--- src/rtl/addr_swap_pkg.sv ---
package addr_swap_pkg;
    typedef enum logic [1:0] {
        PH_FETCH  = 2'd0,
        PH_XCH_A  = 2'd1,
        PH_ACCESS = 2'd2,
        PH_XCH_B  = 2'd3
    } phase_t;
endpackage

--- src/rtl/addr_seq_fsm.sv ---
module addr_seq_fsm
    import addr_swap_pkg::*;
(
    input  logic   clk,
    input  logic   rst_n,
    input  logic   adv,
    output phase_t phase,
    output logic   fetch_stb,
    output logic   oper_stb,
    output logic   xch,
    output logic   second_xch
);
    phase_t nxt;

    always_comb begin
        unique case (phase)
            PH_FETCH:  nxt = PH_XCH_A;
            PH_XCH_A:  nxt = PH_ACCESS;
            PH_ACCESS: nxt = PH_XCH_B;
            PH_XCH_B:  nxt = PH_FETCH;
            default:   nxt = PH_FETCH;
        endcase
    end

    always_ff @(posedge clk or negedge rst_n) begin
        if (!rst_n)   phase <= PH_FETCH;
        else if (adv) phase <= nxt;
    end

    always_comb begin
        fetch_stb  = 1'b0;
        oper_stb   = 1'b0;
        xch        = 1'b0;
        second_xch = 1'b0;
        unique case (phase)
            PH_FETCH:  fetch_stb = adv;
            PH_XCH_A:  xch       = adv;
            PH_ACCESS: oper_stb  = adv;
            PH_XCH_B: begin
                xch        = adv;
                second_xch = 1'b1;
            end
            default: ;
        endcase
    end
endmodule

--- src/rtl/step_adder.sv ---
module step_adder #(
    parameter int AW = 8
) (
    input  logic [AW-1:0] base,
    input  logic          step,
    output logic [AW-1:0] sum
);
    localparam logic [AW-1:0] ONE = AW'(1);

    always_comb sum = step ? base + ONE : base;
endmodule

--- src/rtl/ptr_ring.sv ---
module ptr_ring #(
    parameter int AW = 8
) (
    input  logic          clk,
    input  logic          rst_n,
    input  logic          xch,
    input  logic [AW-1:0] ar_nxt,
    output logic [AW-1:0] ar_q,
    output logic [AW-1:0] pc_q
);
    always_ff @(posedge clk or negedge rst_n) begin
        if (!rst_n) begin
            ar_q <= '0;
            pc_q <= '0;
        end else if (xch) begin
            ar_q <= ar_nxt;
            pc_q <= ar_q;
        end
    end
endmodule

--- src/rtl/addr_swap_unit.sv ---
module addr_swap_unit
    import addr_swap_pkg::*;
#(
    parameter int AW = 8
) (
    input  logic          clk,
    input  logic          rst_n,
    input  logic          adv,
    input  logic          inc_sel,
    input  logic          load_ptr,
    input  logic          jump,
    input  logic [AW-1:0] load_val,
    output logic [AW-1:0] mem_addr,
    output logic [1:0]    phase,
    output logic          fetch_stb,
    output logic          oper_stb
);
    phase_t        ph;
    logic          xch;
    logic          second_xch;
    logic          step;
    logic          bypass;
    logic [AW-1:0] sum;
    logic [AW-1:0] ar_nxt;
    logic [AW-1:0] ar_q;
    logic [AW-1:0] pc_q;

    addr_seq_fsm u_fsm (
        .clk        (clk),
        .rst_n      (rst_n),
        .adv        (adv),
        .phase      (ph),
        .fetch_stb  (fetch_stb),
        .oper_stb   (oper_stb),
        .xch        (xch),
        .second_xch (second_xch)
    );

    // The second exchange always advances the program; the first exchange
    // steps the data pointer only on request.
    assign step   = second_xch ? 1'b1 : inc_sel;
    assign bypass = second_xch ? jump : load_ptr;

    step_adder #(.AW(AW)) u_add (
        .base (pc_q),
        .step (step),
        .sum  (sum)
    );

    assign ar_nxt = bypass ? load_val : sum;

    ptr_ring #(.AW(AW)) u_ring (
        .clk    (clk),
        .rst_n  (rst_n),
        .xch    (xch),
        .ar_nxt (ar_nxt),
        .ar_q   (ar_q),
        .pc_q   (pc_q)
    );

    assign mem_addr = ar_q;
    assign phase    = ph;
endmodule

--- config.mk ---
export PLATFORM = sky130hd
export DESIGN_NAME = addr_swap_unit
export DESIGN_NICKNAME = d
export VERILOG_FILES = /design/src/rtl/addr_swap_pkg.sv /design/src/rtl/addr_seq_fsm.sv /design/src/rtl/step_adder.sv /design/src/rtl/ptr_ring.sv /design/src/rtl/addr_swap_unit.sv
export SDC_FILE = /design/constraint.sdc
export NUM_CORES = 1
export LEC_CHECK = 0
export ABC_AREA = 1
export BUFFER_PORTS_ARGS = -buffer_cell sky130_fd_sc_hd__buf_2
export CAP_MARGIN = 20
export CORE_MARGIN = 8
export CORE_UTILIZATION = 49
export CTS_BUF_LIST = sky130_fd_sc_hd__clkbuf_8
export CTS_CLUSTER_DIAMETER = 120
export DETAILED_ROUTE_END_ITERATION = 8
export GPL_ROUTABILITY_DRIVEN = 0
export PLACE_DENSITY_LB_ADDON = 0.15
export SYNTH_ARGS = -nofsm -noshare
export SYNTH_HDL_FRONTEND = slang
export SYNTH_SLANG_ARGS = --single-unit
export TNS_END_PERCENT = 10
--- constraint.sdc ---
create_clock -name clk -period 1.45 [get_ports clk]
set_clock_uncertainty 0.05 [all_clocks]
set_input_delay 0 -clock clk [delete_from_list [all_inputs] [get_ports clk]]
set_output_delay 0 -clock clk [all_outputs]
set_load 0.01 [all_outputs]
==> results.toml, run 1 <==
[run_status]
status = "finished, final reports clean"

[timing]
tightest_slew_ns = 0.403
period_minus_slack_ns = 1.44
setup_violations = 0
setup_ws_ns = 0.0141
holdWs_ns = 0.00439
slew_headroom_pct = 73.1
slew_viol_final = 0
finalCritPeriodShare_pct = 99.0
rsz0062_at_grt = "true"
hold_viol_final = 0
fmax_ghz = 0.696

[hold_path]
hold_start = "load_val[0]"
holdCritPathClass = "input port to flop"

[final_layout]
diodes = 0
area_delta_synth_final_pct = 34.6
final_common_cell = "nand2_1"
fin_util_pct = 70.0
drive_gt1_share_pct = 28.8
final_cell_mix = "38 x nand2_1, 26 x buf_2, 19 x inv_1, 17 x dfrtp_1, 13 x nand3_1"
nFillCells = 156
fin_nets = 197

[synthesis]
ys_seq_area_share_pct = 43.7
ys_ff_latch = 18
synthAdderAreaFrac_pct = 6.07
syn_inst = 140
synth_compound_area_share_pct = 13.1
synthSimpleGateAreaFrac_pct = 27.1
synth_mux_area_share_pct = 0
avgSynthCellArea_sq_um = 7.36
synth_nets = 159
synth_area_sq_um = 1030
synth_top_family_by_area = "simple AND/OR/NAND/NOR gates"
yosysWarnings = 0
synthDistinctLibCells = 15
synth_xor_xnor_area_share_pct = 0

[drt]
via_per_inst = 5.06
firstDrtPassIters = 4
wire_per_inst_um = 13.0
drt_iter0_drc = 25
wl_um = 2640
drc = 0
vias = 1032
final_antenna_net_count = 0

[global_route]
grt_overflow = 0
grt_pass1_vias = 996
grt_max_degree = 19
grt_pass1_wl_um = 4320
antenna_found_initial = 0
groute.usage.overall_pct = 14.8

[critical_path]
crit_fanout = 6
crit_start = "u_fsm.phase[1]"
cp.required_ns = 1.57
slowest_delay_ns = 0.41
start_kind = "flop"
worstPathCellList = "inv_1 -> ha_2 -> o21ai_4 -> buf_6 -> a21oi_1 -> a22oi_1"
r2r_start = "u_fsm.phase[1]"
cp.arrival_ns = 1.55
crit_path_top_delay_cell = "dfrtp_1"
cp-end-kind = "flop"
criticalPathCategory = "flop to flop"
crit_family = "compound AO/OA/AOI/OAI gates"
crit_buf_inv = 2

[die]
die_x_um = 61.9
row_count = 16
core_sq_um = 1980
io_pins = 26
dieArea_sq_um = 3830
start_util_pct = 52.0
die_height_um = 61.9

[clock_tree]
tritoncts_num_sinks = 18
cts_root_buf = "clkbuf_8"
insertion_delay_ns = 0.25
numCtsBuffers = 3
cts_max_path_buffers = 2
cts_tree = "built"
htreeDepth = 1
clkTransAtPathRegs_ns = 0.07

[pwr]
p_leak_uw = 0.000730
ir_drop_v = 0.00116
p_per_area_nw_per_um2 = 2050

[placed_design]
preCtsSetupSlack_ns = -0.108
place.detailed.hpwl_um = 1820
portBuffers = 25

[run]
maxCapViolCount = 0
[worst reg2reg max path: stages, from the launching register on]
cell	delay, ns
dfrtp_1	0.41
inv_1	0.10
ha_2	0.20
o21ai_4	0.24
buf_6	0.16
a21oi_1	0.04
a22oi_1	0.15
[layer usage]
layer / global-route usage [%] / share of wire (%) / vias up
met5: 0 / 0 / -
met4: 3.90 / 0.38 / 0
met3: 2.67 / 4.8 / 2
met2: 25.4 / 51 / 26
met1: 18.5 / 44 / 483
li1: - / - / 521
[synthesized netlist by cell type]
cell type / instances / share of area (%)
o21ai_1: 1 / 0.48
nand3_1: 13 / 6.3
inv_1: 21 / 7.6
o21bai_1: 2 / 1.5
buf_2: 2 / 0.97
nand2_1: 40 / 15
o21ai_0: 11 / 5.3
buf_4: 2 / 1.5
dfrtp_1: 18 / 44
nand4_1: 3 / 1.8
ha_1: 5 / 6.1
a21oi_1: 6 / 2.9
a22oi_1: 2 / 1.5
nor2_1: 12 / 4.4
o211ai_1: 2 / 1.5
[flip-flops by register name, summed over array words and instances, names as in the netlist]
name	cells
u_fsm.phase	2
u_ring.ar_q	8
u_ring.pc_q	8
[path summary, 6_finish.rpt]
kind / cells past startpoint / to / slack, ns
min in group asynchronous: 2 / u_ring.ar_q[2] / 0.15
hold reg to reg: 2 / u_ring.ar_q[5] / 0.46
setup reg to reg: 6 / u_ring.ar_q[2] / 0.01
max in group asynchronous: 2 / u_fsm.phase[0] / 0.89
setup / recovery: 6 / u_ring.ar_q[2] / 0.01
hold / removal: 3 / u_ring.ar_q[0] / 0.004
[power by group]
| part | internal [uW] | switching [uW] | total (uW) |
|---|---|---|---|
| Sequential | 754 | 231 | 985 |
| Combinational | 615 | 832 | 1450 |
| Clock | 241 | 175 | 416 |
| Total | 1610 | 1240 | 2850 |
[cells by family after synthesis]
| logic type | count (synthesis) |
|---|---|
| simple gates | 68 |
| flops | 18 |
| fa+ha+maj | 5 |
| compound gates | 24 |
| buf+inv | 25 |
[stage by stage]
stage | std cells | TNS, ns | cell area [sq um] | total power [uW]
2_1_floorplan | 140 | 0 | 1030 | 1780
3_3_place_gp | 194 | -0.0356 | 1210 | 2180
3_5_place_dp | 194 | -0.669 | 1210 | 2210
4_1_cts | 201 | 0 | 1320 | 2690
5_1_grt | 204 | -0.228 | 1390 | 3110
6_report | 204 | 0 | 1390 | 2850
[layout make-up]
cell class / count / area, sq um / share of cell area, %
clock buffer: 4 / 55.1 / 3.97
inverter: 21 / 81.3 / 5.86
multi-input combinational: 97 / 538 / 38.8
sequential: 18 / 452 / 32.6
tap: 27 / 33.8 / 2.43
timing repair buffer: 37 / 228 / 16.4
[what timing repair did]
action	CTS	global route
hold buffers	3	0
gates cloned	0	1
pin swaps	0	4
setup endpoints to repair	12	8
buffers inserted	0	2
gates resized for setup	9	13
hold endpoints to repair	21	0
Note: power is estimated with default switching activity, not from simulation.
==> run 2, diff against run 1 <==
Settings changed: CORE_UTILIZATION 49 to 34, CTS_CLUSTER_SIZE set to 28.
==> run 2 against run 1 <==
Compared with the run above: power is 2.7% higher; clock power about the same; design area increased by 4.7%; register-to-register slack better by 0.04 ns; fmax is 1.4% higher; first-iteration DRC count increased by 56%; worst setup slack gained 0.020 ns; global-route usage decreased by 3.5 points; utilization shrank 21 points; non-clock buffer count rose by 5; sequential power down 2%; largest cell class unchanged; largest power group unchanged; highest routed layer unchanged.
==> results.toml, run 2 (synthesized netlist as in run 1, its figures left out) <==
[run_status]
status = "finished, final reports clean"

[final_layout]
largestRegisters = "u_ring.ar_q: 8 flops, u_ring.pc_q: 8 flops, u_fsm.phase: 2 flops"
area_delta_synth_final_pct = 40.9
final_cell_mix = "38 x nand2_1, 26 x buf_2, 18 x dfrtp_1, 17 x inv_1, 12 x nand3_1"
multi_input_area_sq_um = 554
design_area_sq_um = 1450
final_common_cell = "nand2_1"
diodes = 0
nFillCells = 297
regArea_sq_um = 450
fin_nets = 202
drive_gt1_share_pct = 31.3
fin_util_pct = 48.8

[placed_design]
dpl_cell_area_sq_um = 1250
place.detailed.hpwl_um = 1970
portBuffers = 25

[drt]
wl_um = 2650
via_per_inst = 4.76
firstDrtPassIters = 4
drt_iter0_drc = 39
drc = 0
final_antenna_net_count = 0
vias = 1023
wire_per_inst_um = 12.3

[die]
core_sq_um = 2980
die_height_um = 71.1
row_count = 20
io_pins = 26
start_util_pct = 34.6
dieArea_sq_um = 5050
die_x_um = 71.1

[clock_tree]
cts_max_path_buffers = 2
tritoncts_num_sinks = 18
cts_tree = "built"
insertion_delay_ns = 0.25
htreeDepth = 1
clkTransAtPathRegs_ns = 0.07
cts_root_buf = "clkbuf_8"
numCtsBuffers = 3

[timing]
slew_viol_final = 0
tightest_slew_ns = 0.425
hold_viol_final = 0
setup_violations = 0
rsz0062_at_grt = "true"
slew_headroom_pct = 71.7
fmax_ghz = 0.706
period_minus_slack_ns = 1.42
fin_setup_tns_ns = 0
finalCritPeriodShare_pct = 97.6

[run]
maxCapViolCount = 0

[pwr]
fin_total_pwr_uw = 2930
power.internal_uw = 1670
p_per_area_nw_per_um2 = 2010
p_sw_share_pct = 42.9
clkPwrFrac_pct = 14.1
p_sw_uw = 1260
pwr-share-seq_pct = 33.2
p_leak_uw = 0.000755
comb_power_share_pct = 52.7
ir_drop_v = 0.000808

[critical_path]
cp-end-kind = "output pin"
crit_start = "u_fsm.phase[1]"
r2r_start = "u_fsm.phase[1]"
criticalPathCategory = "flop to output pin"
cp.arrival_ns = 1.37
cp.required_ns = 1.40
crit_fanout = 3
start_kind = "flop"

[global_route]
grt_max_degree = 19
grt_pass1_wl_um = 4770
grt_overflow = 0
antenna_found_initial = 0
groute.usage.overall_pct = 11.3
grt_pass1_vias = 1099

[hold_path]
holdCritPathClass = "input port to flop"
hold_start = "load_val[4]"
[run 2: cell count changes in the layout (fill, tap and decap cells not counted)]
cell,previous run,this run
dfrtp_2,1,0
dlygate4sd3_1,3,5
nand3_1,13,12
inv_2,1,3
inv_1,19,17
buf_4,6,9
a21oi_2,0,1
o21ai_2,2,1
nand3_2,0,1
o21ai_4,1,2
a21oi_1,6,5
dfrtp_1,17,18
[run 2: through the flow]
stage | instances | hold WS (ns) | setup WS (ns)
after detailed placement | 204 | -0.0824 | -0.0788
after CTS | 213 | 0.00562 | 0.0307
after global routing | 215 | 0.00721 | -0.0321
final | 215 | 0.00821 | 0.0344
after floorplan | 140 | -0.346 | 0.00829
after global placement | 204 | -0.0877 | -0.0396
[run 2: final timing paths]
path | endpoint | slack, ns | cells after the start
setup / recovery | oper_stb | 0.03 | 6
hold / removal | u_ring.ar_q[4] | 0.008 | 3
setup reg to reg | u_ring.ar_q[0] | 0.05 | 6
hold reg to reg | u_ring.ar_q[7] | 0.46 | 2
max in group asynchronous | u_ring.pc_q[6] | 0.89 | 2
min in group asynchronous | u_ring.ar_q[2] | 0.16 | 2
[run 2: critical path, stage by stage, from the launching register on]
cell     delay (ns)
dfrtp_1        0.43
buf_4          0.15
buf_4          0.12
ha_1           0.18
nand2_2        0.07
inv_1          0.03
buf_2          0.13
[run 2: repair_timing]
action                                  4_1_cts  5_1_grt
pin swaps                                     0        2
hold buffers                                  5        0
resized for setup                             8       18
gates cloned                                  0        1
endpoints found under the hold margin        23        0
endpoints found under the setup margin       12        7
buffers inserted                              0        1
[run 2: layout make-up]
| type | instances | area share (%) |
|---|---|---|
| repair buffers | 42 | 18.6 |
| flip-flops and latches | 18 | 31.0 |
| multi-input cells | 97 | 38.2 |
| inverters | 21 | 5.60 |
| clock buffers | 4 | 3.79 |
| well taps | 33 | 2.84 |
[run 2: per-layer routing]
layer  global-route usage, %  part of all wire, %
met4                    3.46                 0.53
met3                    3.39                  5.1
met1                    13.1                   48
met5                       0                    0
met2                    19.3                   46
[run 2: power by group through the flow]
stage          clock [uW]  sequential [uW]  combinational, uW
6_report              413              970               1540
5_1_grt               444             1010               1760
4_1_cts               427              952               1390
3_5_place_dp            0              958               1340
3_3_place_gp            0              955               1320
2_1_floorplan           0              996                786
==> run 3, diff against run 2 <==
Settings changed: BUFFER_PORTS_ARGS -buffer_cell sky130_fd_sc_hd__buf_2 to -buffer_cell sky130_fd_sc_hd__buf_4, CAP_MARGIN 20 to not set.
==> run 3 against run 2 <==
Compared with the run above: global-route usage is 0.45 points lower; via count shrank 0.78%; worst setup slack improved by 0.012 ns; design area grew 3.0%; power increased by 3.7%; flip-flop and latch count unchanged; clock-buffer cell count is the same; largest cell class unchanged; first-iteration DRC count is 2.6% lower; final cell count decreased by 0.93%; critical path depth is the same.
==> results.toml, run 3 (synthesized netlist as in run 1, its figures left out) <==
[run_status]
status = "finished, final reports clean"

[timing]
fmax_ghz = 0.712
tightest_slew_ns = 0.248
period_minus_slack_ns = 1.40
setup_ws_ns = 0.0460
setup_violations = 0
slew_viol_final = 0
rsz0062_at_grt = "true"
finalCritPeriodShare_pct = 96.8
hold_viol_final = 0
slew_headroom_pct = 83.4

[final_layout]
fin_nets = 200
final_common_cell = "nand2_1"
largestRegisters = "u_ring.ar_q: 8 flops, u_ring.pc_q: 8 flops, u_fsm.phase: 2 flops"
diodes = 0
area_delta_synth_final_pct = 45.1
final_cell_mix = "38 x nand2_1, 33 x buf_4, 17 x inv_1, 16 x dfrtp_1, 13 x nand3_1"
drive_gt1_share_pct = 33.3

[critical_path]
start_kind = "flop"
r2r_start = "u_fsm.phase[1]"
worstPathCellList = "buf_6 -> buf_4 -> ha_2 -> nand2_2 -> inv_1 -> buf_4"
cp-end-kind = "output pin"
cp.required_ns = 1.40
cp_common_cell = "buf_4"
crit_path_top_delay_cell = "dfrtp_2"
slowest_delay_ns = 0.45
cp.arrival_ns = 1.35
r2r_slack_ns = 0.07
r2r_end = "u_ring.ar_q[2]"
criticalPathCategory = "flop to output pin"
crit_fanout = 3
r2r.worst_path.cells = 6

[hold_path]
hold_start = "load_val[3]"
whs_path_depth = 3
holdPathEnd = "u_ring.ar_q[3]"
holdCritPathClass = "input port to flop"

[clock_tree]
htreeDepth = 1
cts_max_path_buffers = 2
clkTransAtPathRegs_ns = 0.08
insertion_delay_ns = 0.25
cts_tree = "built"
tritoncts_num_sinks = 18
numCtsBuffers = 3
cts_root_buf = "clkbuf_8"

[global_route]
grt_pass1_wl_um = 4520
grt_overflow = 0
grt_pass1_vias = 1036
groute.usage.overall_pct = 10.8
antenna_found_initial = 0
grt_max_degree = 19

[die]
die_x_um = 71.1
dieArea_sq_um = 5050
row_count = 20
io_pins = 26
die_height_um = 71.1
core_sq_um = 2980
start_util_pct = 34.6

[pwr]
fin_total_pwr_uw = 3040
p_per_area_nw_per_um2 = 2030
ir_drop_v = 0.000945
p_leak_uw = 0.000763

[drt]
wire_per_inst_um = 12.7
via_per_inst = 4.77
drc = 0
vias = 1015
drt_iter0_drc = 38
firstDrtPassIters = 4
final_antenna_net_count = 0
wl_um = 2700

[placed_design]
place.detailed.hpwl_um = 2030
portBuffers = 25
preCtsSetupSlack_ns = -0.105

[run]
maxCapViolCount = 0
run 3: cell count changes in the layout (fill, tap and decap cells not counted), moves of 2 or more:
cell / before / now
buf_2: 26 / 1
buf_4: 9 / 33
dfrtp_1: 18 / 16
dfrtp_2: 0 / 2
dlygate4sd3_1: 5 / 3
nor2_2: 0 / 2
run 3: worst max path at each step:
stage / startpoint / endpoint / slack (ns) / depth (start not counted)
after floorplan: u_fsm.phase[0] / u_ring.ar_q[1] / 0.008 / 6
after global placement: u_fsm.phase[0] / u_ring.ar_q[4] / -0.04 / 6
after detailed placement: u_fsm.phase[0] / u_ring.ar_q[1] / -0.11 / 5
after CTS: u_fsm.phase[0] / u_ring.ar_q[7] / 0.03 / 8
after global routing: u_fsm.phase[1] / oper_stb / -0.008 / 6
final: u_fsm.phase[1] / oper_stb / 0.05 / 6
run 3: area by class of cell:
cell class                 instances  area (sq um)
clock buffer                       4          55.1
fill                             293          1480
inverter                          21          81.3
multi-input combinational         97           549
sequential                        18           453
tap                               33          41.3
timing repair buffer              40           317
run 3: routing by layer:
metal,up-vias,GRT usage [%],part of all wire (%)
met4,0,2.77,0.52
met2,22,18.1,47
li1,528,-,-
met5,-,0,0
met1,463,13.1,48
met3,2,3.25,5.2
run 3: metrics by stage:
stage	hold slack, ns	setup TNS [ns]	cells	cell area (sq um)	util [%]
finish	0.00340	0	213	1500	50.3
global route	0.0186	-0.0306	213	1500	50.3
CTS	0.000958	0	211	1420	47.6
detailed placement	-0.161	-0.710	204	1310	44.0
global placement	-0.161	-0.195	204	1310	44.0
floorplan	-0.346	0	140	1030	-
run 3: worst max-delay path: cells and delay by family, from the launching register on:
| kind | cells | cell delay [ns] |
|---|---|---|
| DFF | 1 | 0.45 |
| buffers and inverters | 4 | 0.43 |
| adders and majority gates | 1 | 0.16 |
| and+or+nand+nor | 1 | 0.06 |
run 3: what timing repair did:
item	in CTS	in global routing
buffers inserted	0	1
gates cloned	0	1
pin swaps	0	4
hold endpoints to repair	21	0
endpoints found under the setup margin	13	10
hold buffers	3	0
gates resized for setup	9	21
run 3: power by group:
group | switching, uW | internal (uW) | leakage, uW
clock | 171 | 241 | 0.0000288
combinational | 868 | 771 | 0.000519
sequential | 229 | 757 | 0.000215
